## src/rtl/seg_pkg.sv

```systemverilog
package seg_pkg;

  typedef enum logic [1:0] {
    ACC_FETCH = 2'd0,
    ACC_READ  = 2'd1,
    ACC_WRITE = 2'd2
  } acc_e;

  typedef enum logic [2:0] {
    FLT_NONE   = 3'd0,
    FLT_ABSENT = 3'd1,
    FLT_LIMIT  = 3'd2,
    FLT_PRIV   = 3'd3,
    FLT_TYPE   = 3'd4
  } flt_e;

  // less privileged of two levels (numerically larger)
  function automatic logic [1:0] eff_priv(input logic [1:0] cpl, input logic [1:0] rpl);
    return (cpl > rpl) ? cpl : rpl;
  endfunction

  // whether the segment kind permits the access kind
  function automatic logic type_allows(input logic [1:0] acc, input logic is_code,
                                       input logic rw_ok);
    logic ok;
    case (acc)
      ACC_FETCH: ok = is_code;
      ACC_READ:  ok = is_code ? rw_ok : 1'b1;
      ACC_WRITE: ok = !is_code && rw_ok;
      default:   ok = 1'b0;
    endcase
    return ok;
  endfunction

endpackage

```

## src/rtl/seg_desc_table.sv

```systemverilog
module seg_desc_table #(
  parameter int DEPTH  = 8,
  parameter int IDX_W  = 3,
  parameter int BASE_W = 32
) (
  input  logic              clk,
  input  logic              rst_n,
  input  logic              wr_en,
  input  logic [IDX_W-1:0]  wr_idx,
  input  logic [BASE_W-1:0] wr_base,
  input  logic [BASE_W-1:0] wr_limit,
  input  logic [1:0]        wr_dpl,
  input  logic              wr_present,
  input  logic              wr_code,
  input  logic              wr_rw,
  input  logic [IDX_W-1:0]  rd_idx,
  output logic              rd_hit,
  output logic [BASE_W-1:0] rd_base,
  output logic [BASE_W-1:0] rd_limit,
  output logic [1:0]        rd_dpl,
  output logic              rd_code,
  output logic              rd_rw
);

  localparam int SPAN = 1 << IDX_W;

  logic [BASE_W-1:0] base_q    [DEPTH];
  logic [BASE_W-1:0] limit_q   [DEPTH];
  logic [1:0]        dpl_q     [DEPTH];
  logic              present_q [DEPTH];
  logic              code_q    [DEPTH];
  logic              rw_q      [DEPTH];

  always_ff @(posedge clk) begin
    for (int i = 0; i < DEPTH; i++) begin
      if (!rst_n) begin
        base_q[i]    <= '0;
        limit_q[i]   <= '0;
        dpl_q[i]     <= '0;
        present_q[i] <= 1'b0;
        code_q[i]    <= 1'b0;
        rw_q[i]      <= 1'b0;
      end else if (wr_en && wr_idx == IDX_W'(i)) begin
        base_q[i]    <= wr_base;
        limit_q[i]   <= wr_limit;
        dpl_q[i]     <= wr_dpl;
        present_q[i] <= wr_present;
        code_q[i]    <= wr_code;
        rw_q[i]      <= wr_rw;
      end
    end
  end

  logic in_range;
  generate
    if (DEPTH >= SPAN) begin : g_full
      assign in_range = 1'b1;
    end else begin : g_part
      assign in_range = (rd_idx < IDX_W'(DEPTH));
    end
  endgenerate

  logic present_sel;
  always_comb begin
    rd_base     = '0;
    rd_limit    = '0;
    rd_dpl      = '0;
    rd_code     = 1'b0;
    rd_rw       = 1'b0;
    present_sel = 1'b0;
    for (int i = 0; i < DEPTH; i++) begin
      if (rd_idx == IDX_W'(i)) begin
        rd_base     = base_q[i];
        rd_limit    = limit_q[i];
        rd_dpl      = dpl_q[i];
        rd_code     = code_q[i];
        rd_rw       = rw_q[i];
        present_sel = present_q[i];
      end
    end
  end

  assign rd_hit = in_range && present_sel;

endmodule

```

## src/rtl/seg_rights_check.sv

```systemverilog
module seg_rights_check #(
  parameter int OFS_W = 32
) (
  input  logic             hit,
  input  logic [OFS_W-1:0] offset,
  input  logic [OFS_W-1:0] limit,
  input  logic [1:0]       cpl,
  input  logic [1:0]       rpl,
  input  logic [1:0]       dpl,
  input  logic [1:0]       acc,
  input  logic             is_code,
  input  logic             rw_ok,
  output logic [1:0]       eff,
  output logic             over_limit,
  output logic             priv_viol,
  output logic             type_viol,
  output logic [2:0]       fault,
  output logic             ok
);
  import seg_pkg::*;

  assign eff        = eff_priv(cpl, rpl);
  assign over_limit = offset > limit;
  assign priv_viol  = eff > dpl;
  assign type_viol  = !type_allows(acc, is_code, rw_ok);

  always_comb begin
    if (!hit)            fault = FLT_ABSENT;
    else if (over_limit) fault = FLT_LIMIT;
    else if (priv_viol)  fault = FLT_PRIV;
    else if (type_viol)  fault = FLT_TYPE;
    else                 fault = FLT_NONE;
  end

  assign ok = hit && !over_limit && !priv_viol && !type_viol;

endmodule

```

## src/rtl/seg_xlate_unit.sv

```systemverilog
module seg_xlate_unit #(
  parameter int ADDR_W = 32,
  parameter int IDX_W  = 3,
  parameter int GDT_N  = 8,
  parameter int LDT_N  = 5,
  localparam int SEL_W = IDX_W + 3
) (
  input  logic              clk,
  input  logic              rst_n,
  input  logic              tbl_we,
  input  logic              tbl_local,
  input  logic [IDX_W-1:0]  tbl_idx,
  input  logic [ADDR_W-1:0] tbl_base,
  input  logic [ADDR_W-1:0] tbl_limit,
  input  logic [1:0]        tbl_dpl,
  input  logic              tbl_present,
  input  logic              tbl_code,
  input  logic              tbl_rw,
  input  logic              req_valid,
  input  logic [SEL_W-1:0]  req_sel,
  input  logic [ADDR_W-1:0] req_offset,
  input  logic [1:0]        req_acc,
  input  logic [1:0]        req_cpl,
  output logic              rsp_valid,
  output logic              rsp_grant,
  output logic [2:0]        rsp_fault,
  output logic [ADDR_W-1:0] rsp_lin_addr
);

  // selector fields
  logic [1:0]       sel_rpl;
  logic             sel_local;
  logic [IDX_W-1:0] sel_idx;
  assign sel_rpl   = req_sel[1:0];
  assign sel_local = req_sel[2];
  assign sel_idx   = req_sel[SEL_W-1:3];

  // table outputs
  logic              g_hit, l_hit, g_code, l_code, g_rw, l_rw;
  logic [ADDR_W-1:0] g_base, l_base, g_limit, l_limit;
  logic [1:0]        g_dpl, l_dpl;

  seg_desc_table #(.DEPTH(GDT_N), .IDX_W(IDX_W), .BASE_W(ADDR_W)) u_gtab (
    .clk(clk), .rst_n(rst_n),
    .wr_en(tbl_we && !tbl_local), .wr_idx(tbl_idx), .wr_base(tbl_base),
    .wr_limit(tbl_limit), .wr_dpl(tbl_dpl), .wr_present(tbl_present),
    .wr_code(tbl_code), .wr_rw(tbl_rw),
    .rd_idx(sel_idx), .rd_hit(g_hit), .rd_base(g_base), .rd_limit(g_limit),
    .rd_dpl(g_dpl), .rd_code(g_code), .rd_rw(g_rw)
  );

  seg_desc_table #(.DEPTH(LDT_N), .IDX_W(IDX_W), .BASE_W(ADDR_W)) u_ltab (
    .clk(clk), .rst_n(rst_n),
    .wr_en(tbl_we && tbl_local), .wr_idx(tbl_idx), .wr_base(tbl_base),
    .wr_limit(tbl_limit), .wr_dpl(tbl_dpl), .wr_present(tbl_present),
    .wr_code(tbl_code), .wr_rw(tbl_rw),
    .rd_idx(sel_idx), .rd_hit(l_hit), .rd_base(l_base), .rd_limit(l_limit),
    .rd_dpl(l_dpl), .rd_code(l_code), .rd_rw(l_rw)
  );

  // selected descriptor, named for the checker
  logic              w_hit, w_code, w_rw;
  logic [ADDR_W-1:0] w_base, w_limit;
  logic [1:0]        w_dpl;
  assign w_hit   = sel_local ? l_hit   : g_hit;
  assign w_base  = sel_local ? l_base  : g_base;
  assign w_limit = sel_local ? l_limit : g_limit;
  assign w_dpl   = sel_local ? l_dpl   : g_dpl;
  assign w_code  = sel_local ? l_code  : g_code;
  assign w_rw    = sel_local ? l_rw    : g_rw;

  logic [1:0] w_eff;
  logic       w_over, w_priv, w_type, w_ok;
  logic [2:0] w_fault;

  seg_rights_check #(.OFS_W(ADDR_W)) u_rights (
    .hit(w_hit), .offset(req_offset), .limit(w_limit), .cpl(req_cpl),
    .rpl(sel_rpl), .dpl(w_dpl), .acc(req_acc), .is_code(w_code), .rw_ok(w_rw),
    .eff(w_eff), .over_limit(w_over), .priv_viol(w_priv), .type_viol(w_type),
    .fault(w_fault), .ok(w_ok)
  );

  logic [ADDR_W-1:0] w_lin;
  assign w_lin = w_base + req_offset;

  always_ff @(posedge clk) begin
    if (!rst_n) begin
      rsp_valid    <= 1'b0;
      rsp_grant    <= 1'b0;
      rsp_fault    <= '0;
      rsp_lin_addr <= '0;
    end else begin
      rsp_valid    <= req_valid;
      rsp_grant    <= req_valid && w_ok;
      rsp_fault    <= req_valid ? w_fault : 3'd0;
      rsp_lin_addr <= (req_valid && w_ok) ? w_lin : '0;
    end
  end

endmodule

```

## config.mk

```make
export PLATFORM = sky130hd
export DESIGN_NAME = seg_xlate_unit
export DESIGN_NICKNAME = d
export VERILOG_FILES = /design/src/rtl/seg_pkg.sv /design/src/rtl/seg_desc_table.sv /design/src/rtl/seg_rights_check.sv /design/src/rtl/seg_xlate_unit.sv
export SDC_FILE = /design/constraint.sdc
export NUM_CORES = 2
export LEC_CHECK = 0
export BUFFER_PORTS_ARGS = -buffer_cell sky130_fd_sc_hd__buf_2
export CORE_MARGIN = 2
export CORE_UTILIZATION = 50
export DETAILED_ROUTE_END_ITERATION = 16
export PLACE_DENSITY = 0.69
export SLEW_MARGIN = 30
export SYNTH_ARGS = -nofsm -noshare
export SYNTH_HDL_FRONTEND = slang
export SYNTH_SLANG_ARGS = --single-unit
```

## constraint.sdc

```tcl
create_clock -name clk -period 6.4 [get_ports clk]
set_input_delay 0.64 -clock clk [delete_from_list [all_inputs] [get_ports clk]]
set_output_delay 0.64 -clock clk [all_outputs]
set_load 0.02 [all_outputs]
```

* Word-level counts from Yosys, hierarchy flattened
Memory sizes are Yosys's and may differ from the RTL's.
Cells that the tools add are included.
** Word-level totals
- Memories :: 12
- Output and inout port bits :: 37
- Bits in read-only memories :: 0
- Latch bits :: 0
- Bits in registers :: 37
- Bits in writable memories :: 897
- Input bits :: 119
- Logic and storage cells :: 361
** Operators by class
- Mux-type cells :: 209
- Shift operators :: 0
- $add $sub $neg :: 1
- Div/mod/pow operators :: 0
- Equality and inequality tests :: 16
- Multipliers :: 0
- Reductions and logical operators :: 32
- Magnitude comparators :: 4
- Bitwise gates (word level) :: 81
** Memory list
- u_gtab.base_q :: depth 8, bits a word 32, rd ports 8, clocked after Yosys merged registers in 0, wr ports 8, line seg_desc_table.sv:27 : logic [BASE_W-1:0] base_q [DEPTH];
- u_gtab.limit_q :: depth 8, bits a word 32, rd ports 8, clocked after Yosys merged registers in 0, wr ports 8, line seg_desc_table.sv:28 : logic [BASE_W-1:0] limit_q [DEPTH];
- u_ltab.base_q :: depth 5, bits a word 32, rd ports 5, clocked after Yosys merged registers in 0, wr ports 5, line seg_desc_table.sv:27
- u_ltab.limit_q :: depth 5, bits a word 32, rd ports 5, clocked after Yosys merged registers in 0, wr ports 5, line seg_desc_table.sv:28
- u_gtab.dpl_q :: depth 8, bits a word 2, rd ports 8, clocked after Yosys merged registers in 0, wr ports 8, line seg_desc_table.sv:29 : logic [1:0] dpl_q [DEPTH];
- u_ltab.dpl_q :: depth 5, bits a word 2, rd ports 5, clocked after Yosys merged registers in 0, wr ports 5, line seg_desc_table.sv:29
- +6 memories
** Operators by type and width (count)
- $mux 32 :: 54
- $mux 1 :: 123
- $or 1x1->1 :: 78
- $mux 2 :: 30
- $add 32x32->32 :: 1
- $gt 32x32->1 :: 1
- $eq 3x3->1 const B :: 8
- $logic_and 1x1->1 :: 21
- $eq 3x2->1 const B :: 4
- $eq 3x1->1 const B :: 2
- $logic_not 3->1 :: 2
- $reduce_or 5->1 :: 1
- $gt 2x2->1 :: 2
- $logic_not 1->1 :: 4
- $reduce_and 2->1 :: 2
- $lt 3x3->1 const B :: 1
- $mux 3 :: 1
- $not 1->1 :: 3
- $pmux 1 s3 :: 1
- $reduce_and 3->1 :: 1
- $eq 2x1->1 const B :: 1
- $eq 2x2->1 const B :: 1
- $logic_not 2->1 :: 1

* Longest topological paths before layout
- Depth in word-level cells :: 17
- Mapped depth :: 21
- Depth with buffers taken out :: 17

* Cells and area by module
A second synthesis with hierarchy kept.
** Unflattened totals
- Cells, all modules :: 3626
- Area total of the unflattened synthesis :: 45630.0 µm²
** Modules (own cells, without submodules)
- seg_desc_table (u_gtab) :: area an instance 25584.5 µm², seq. area each 16545.9 µm², cells an instance 1913, times used 1
- seg_desc_table (u_ltab) :: area an instance 15429.8 µm², seq. area each 10329.9 µm², cells an instance 1146, times used 1
- seg_xlate_unit :: area an instance 3553.4 µm², seq. area each 740.7 µm², cells an instance 418, times used 1
- seg_rights_check :: area an instance 1062.3 µm², seq. area each 0.0 µm², cells an instance 149, times used 1

* Worst setup path before layout
Ideal clock, no wire load.
- Path kind :: input -> register
- From :: input tbl_local
- To :: memory u_gtab.base_q[1][0], in the netlist u_gtab.base_q[0][32] (enable)
- Arrival time :: 6.022 ns
- Setup slack :: -0.213 ns
- Cell stages on the path :: 2
- Path through :: or3b_2 -> o21ai_0
** RTL lines
- start: declaration :: line seg_xlate_unit.sv:11 : input logic tbl_local,
- end: declaration :: line seg_desc_table.sv:27

* Final worst setup path
- From :: input req_sel[5]
- To :: register rsp_lin_addr[29]
** Between the ends
- Cells in the longest elaborated chain, start to end :: 17
- Elaborated cells on any way between the ends :: 108
- Those cells by class :: 1 x add/sub; 3 x order compare; 7 x eq/ne; 86 x mux; 11 x reduce/logical
** RTL lines
- start: declaration :: line seg_xlate_unit.sv:20 : input logic [SEL_W-1:0] req_sel,
- $logic_not 3->1 :: line seg_desc_table.sv:72 : if (rd_idx == IDX_W'(i)) begin
- $mux 32 (8 in series) :: line seg_desc_table.sv:72
- $mux 32 :: line seg_xlate_unit.sv:67 : assign w_limit = sel_local ? l_limit : g_limit;
- $gt 32x32->1 :: line seg_rights_check.sv:23 : assign over_limit = offset > limit;
- $logic_not 1->1 :: line seg_rights_check.sv:35 : assign ok = hit && !over_limit && !priv_viol && !type_viol;
- $logic_and 1x1->1 (3 in series) :: line seg_rights_check.sv:35
- $logic_and 1x1->1 :: line seg_xlate_unit.sv:96 : rsp_lin_addr <= (req_valid && w_ok) ? w_lin : '0;
- $reduce_and 2->1 (no line)
- end signal: assignment :: line seg_xlate_unit.sv:96
- end: declaration :: line seg_xlate_unit.sv:27 : output logic [ADDR_W-1:0] rsp_lin_addr
Parallel ways exist; a longest one is shown, timed or not.
A chain may end at the register's enable or synchronous reset.

==> flow_metrics.env <==
export IMPL_status="completed"
export IMPL_holdPathEnd="rsp_valid$_SDFF_PN0_"
export IMPL_synth_seq_area_share_pct=62.5
export IMPL_postRouteAntennaNets=0
export IMPL_portBuffers=155
export IMPL_cts_root_buf="clkbuf_16"
export IMPL_yosys_area_top_type="edfxtp_1"
export IMPL_stdcell_count=4705
export IMPL_grt_pass1_wl_um=197000
export IMPL_drive_gt1_share_pct=15.0
export IMPL_rows=109
export IMPL_cts_tree="yes"
export IMPL_vias=29379
export IMPL_dr_pass1_iters=8
export IMPL_critPathLaunchType="primary input"
export IMPL_syn_area_um2=44200
export IMPL_utilization_pct=56.3
export IMPL_synth_edf_count=891
export IMPL_clk_path_buf_depth=3
export IMPL_crit_required_ps=6980
export IMPL_synth_top_family_by_area="simple AND/OR/NAND/NOR gates"
export IMPL_leakage_nw=18.2
export IMPL_synthSimpleGateAreaFrac_pct=16.9
export IMPL_ir_drop_uv=201
export IMPL_synth_seq_cells=934
export IMPL_grt_setup_unrepaired="no"
export IMPL_nFillCells=7005
export IMPL_r2r_start="u_gtab.limit_q[0][103]$_SDFFCE_PN0P_"
export IMPL_grt_max_degree=70
export IMPL_criticalPathCategory="in2reg"
export IMPL_die_area_um2=90800
export IMPL_drv_cap=0
export IMPL_synth_common_cells="and2_1, edfxtp_1, clkbuf_1, nor2_1, nand2_1"
export IMPL_reg2regPathDepth=12
export IMPL_cp_top_family="simple AND/OR/NAND/NOR gates"
export IMPL_whs_path_depth=2
export IMPL_nets=3637
export IMPL_yosys_most_used_dff="edfxtp_1"
export IMPL_cp_max_fo=38
export IMPL_yosys_cell_count_top_type="and2_1"
export IMPL_cts_setup_buffers=0
export IMPL_htreeDepth=3
export IMPL_cp_slowest_cell="nor4_1"
export IMPL_clk_pin_slew_worst_paths_ps=60
export IMPL_synth_async_reset_ratio_pct=0
export IMPL_synth_top_area_share_pct=60.5
export IMPL_hold_path_class="in2reg"
export IMPL_die_w_um=301
export IMPL_synth_compound_area_share_pct=9.18
export IMPL_muxShareOfSynthArea_pct=6.04
export IMPL_slew_viol_final=0
export IMPL_place_inst=4515
export IMPL_wl_per_cell_um=29.1
export IMPL_syn_num_nets=3580
export IMPL_hpwlAfterDp_um=80600
export IMPL_crit_chain="buf_4, buf_4, nor3b_4, buf_4, a221o_1, a21oi_1, a211o_1, ha_1, nand4_1, nor4_1, a21boi_0, a22oi_1, and3_1, nand2_4, nor4_2"
export IMPL_drt_total_wl_um=137000
export IMPL_seq_area_um2=27600
export IMPL_syn2layout_area_growth_pct=12.0
export IMPL_grt_pass1_vias=28701
export IMPL_synth_xor_area_share_pct=0.337
export IMPL_worstSetupEndpointType="flop"
export IMPL_globalRouteTotalUtil_pct=30.1
export IMPL_fmax_mhz=201
export IMPL_worstPathArrival_ps=5550
export IMPL_synthAdderAreaFrac_pct=1.97
export IMPL_clkLatencyLatePin_ps=670
export IMPL_cts_made_buffers=96
export IMPL_r2r_end="rsp_lin_addr[29]$_SDFF_PN0_"
export IMPL_hp_start="req_valid"
export IMPL_clock_skew_ps=31.7
export IMPL_multi_input_comb_area_um2=15500
export IMPL_postCtsHoldBufs=0
export IMPL_critPathLaunch="req_sel[5]"
export IMPL_synthCells=3392
export IMPL_drc=0
export IMPL_io_pins=156
export IMPL_antenna_found_initial=20
export IMPL_core_region_area_um2=88000
export IMPL_setup_viol=0
export IMPL_post_route_period_util_pct=77.7
export IMPL_synth_area_leaders="edfxtp_1, and2_1, mux4_2"
export IMPL_avgSynthCellArea_um2=13.0
export IMPL_cts_sinks=934
export IMPL_finalHoldViolations=0
export IMPL_drtIter0Drc=4356
export IMPL_die_y_um=301
export IMPL_reg2reg_setup_slack_ps=2330
export IMPL_slowest_delay_ps=530
export IMPL_yosys_cell_types_count=84
export IMPL_start_util_pct=50.3
export IMPL_crit_top_cell="buf_4"
export IMPL_cp_num_buf_inv=3
export IMPL_cts_resized=0
export IMPL_setup_tns_ps=0
export IMPL_tightestPinTransition_ps=1080
export IMPL_gp_congestion=0.900
export IMPL_finalCriticalPeriod_ps=4980
export IMPL_pwr_density_cell_nw_per_um2=285
export IMPL_gr_total_overflow=0
export IMPL_ys_warn_count=0
export IMPL_via_per_inst=6.24
export IMPL_max_slew_margin_pct=28.2
==> cells by family after synthesis <==
logic type	count (synthesis)
simple gates	1299
fa+ha+maj	69
buf+inv	329
mux	175
xor+xnor	17
flops	934
compound gates	569
==> worst max path at each step <==
stage | cells past startpoint | endpoint
4_1_cts | 15 | rsp_lin_addr[29]$_SDFF_PN0_
3_5_place_dp | 14 | rsp_lin_addr[29]$_SDFF_PN0_
5_1_grt | 15 | rsp_lin_addr[29]$_SDFF_PN0_
6_report | 15 | rsp_lin_addr[29]$_SDFF_PN0_
2_1_floorplan | 2 | u_gtab.base_q[0][32]$_SDFFCE_PN0P_
3_3_place_gp | 15 | rsp_lin_addr[29]$_SDFF_PN0_
==> registers in the layout, summed over array words and instances (netlist names) <==
register / flops
rsp_fault: 3
u_ltab.present_q: 5
u_gtab.limit_q: 256
rsp_grant: 1
u_gtab.code_q: 8
u_ltab.rw_q: 5
u_ltab.base_q: 160
rsp_valid: 1
u_gtab.base_q: 256
u_ltab.dpl_q: 10
u_gtab.dpl_q: 16
u_ltab.limit_q: 160
u_ltab.code_q: 5
u_gtab.rw_q: 8
rsp_lin_addr: 32
u_gtab.present_q: 8
==> routing by layer <==
layer	global-route usage [%]	vias up	routed length, µm
met1	42.0	14677	54000
met4	13.2	18	6410
li1	-	12557	-
met3	6.76	325	15800
met2	45.5	1802	60800
met5	0	-	123
==> per-stage QoR <==
step                      hold slack, ps  power [mW]  setup slack, ps  cell area [µm²]
final                                353        14.1             1420            49500
after floorplan                      441        8.18             -213            44200
after CTS                            297        14.1             1580            49500
after global routing                 317        14.5             1240            49500
after global placement               456        8.71              963            46200
after detailed placement             465        8.75              888            46400
==> final cells by class <==
class	count	share of cell area (%)
clock buffer	132	5.25
antenna	9	0.0455
timing repair buffer	248	3.54
sequential	934	55.8
clock inverter	48	0.874
tap	1165	2.94
multi-input combinational	2129	31.3
inverter	40	0.308
==> power by group <==
group / internal (mW) / total [mW] / switching, mW
Combinational: 0.497 / 1.52 / 1.02
Clock: 3.09 / 5.48 / 2.39
Sequential: 7.04 / 7.14 / 0.0969
==> placed cells by master, fill, tap and decap left out, types with 68 or more instances in the layout <==
master | synthesis | final
clkbuf_16 | 0 | 96
nor2_1 | 155 | 141
mux2i_1 | 98 | 98
ha_1 | 68 | 68
o21ai_0 | 128 | 117
buf_2 | 36 | 151
nand2_1 | 143 | 142
and2_1 | 898 | 897
mux4_2 | 73 | 73
a21oi_1 | 96 | 96
edfxtp_1 | 891 | 891
buf_4 | 7 | 76
(Power assumes the default switching activity.)
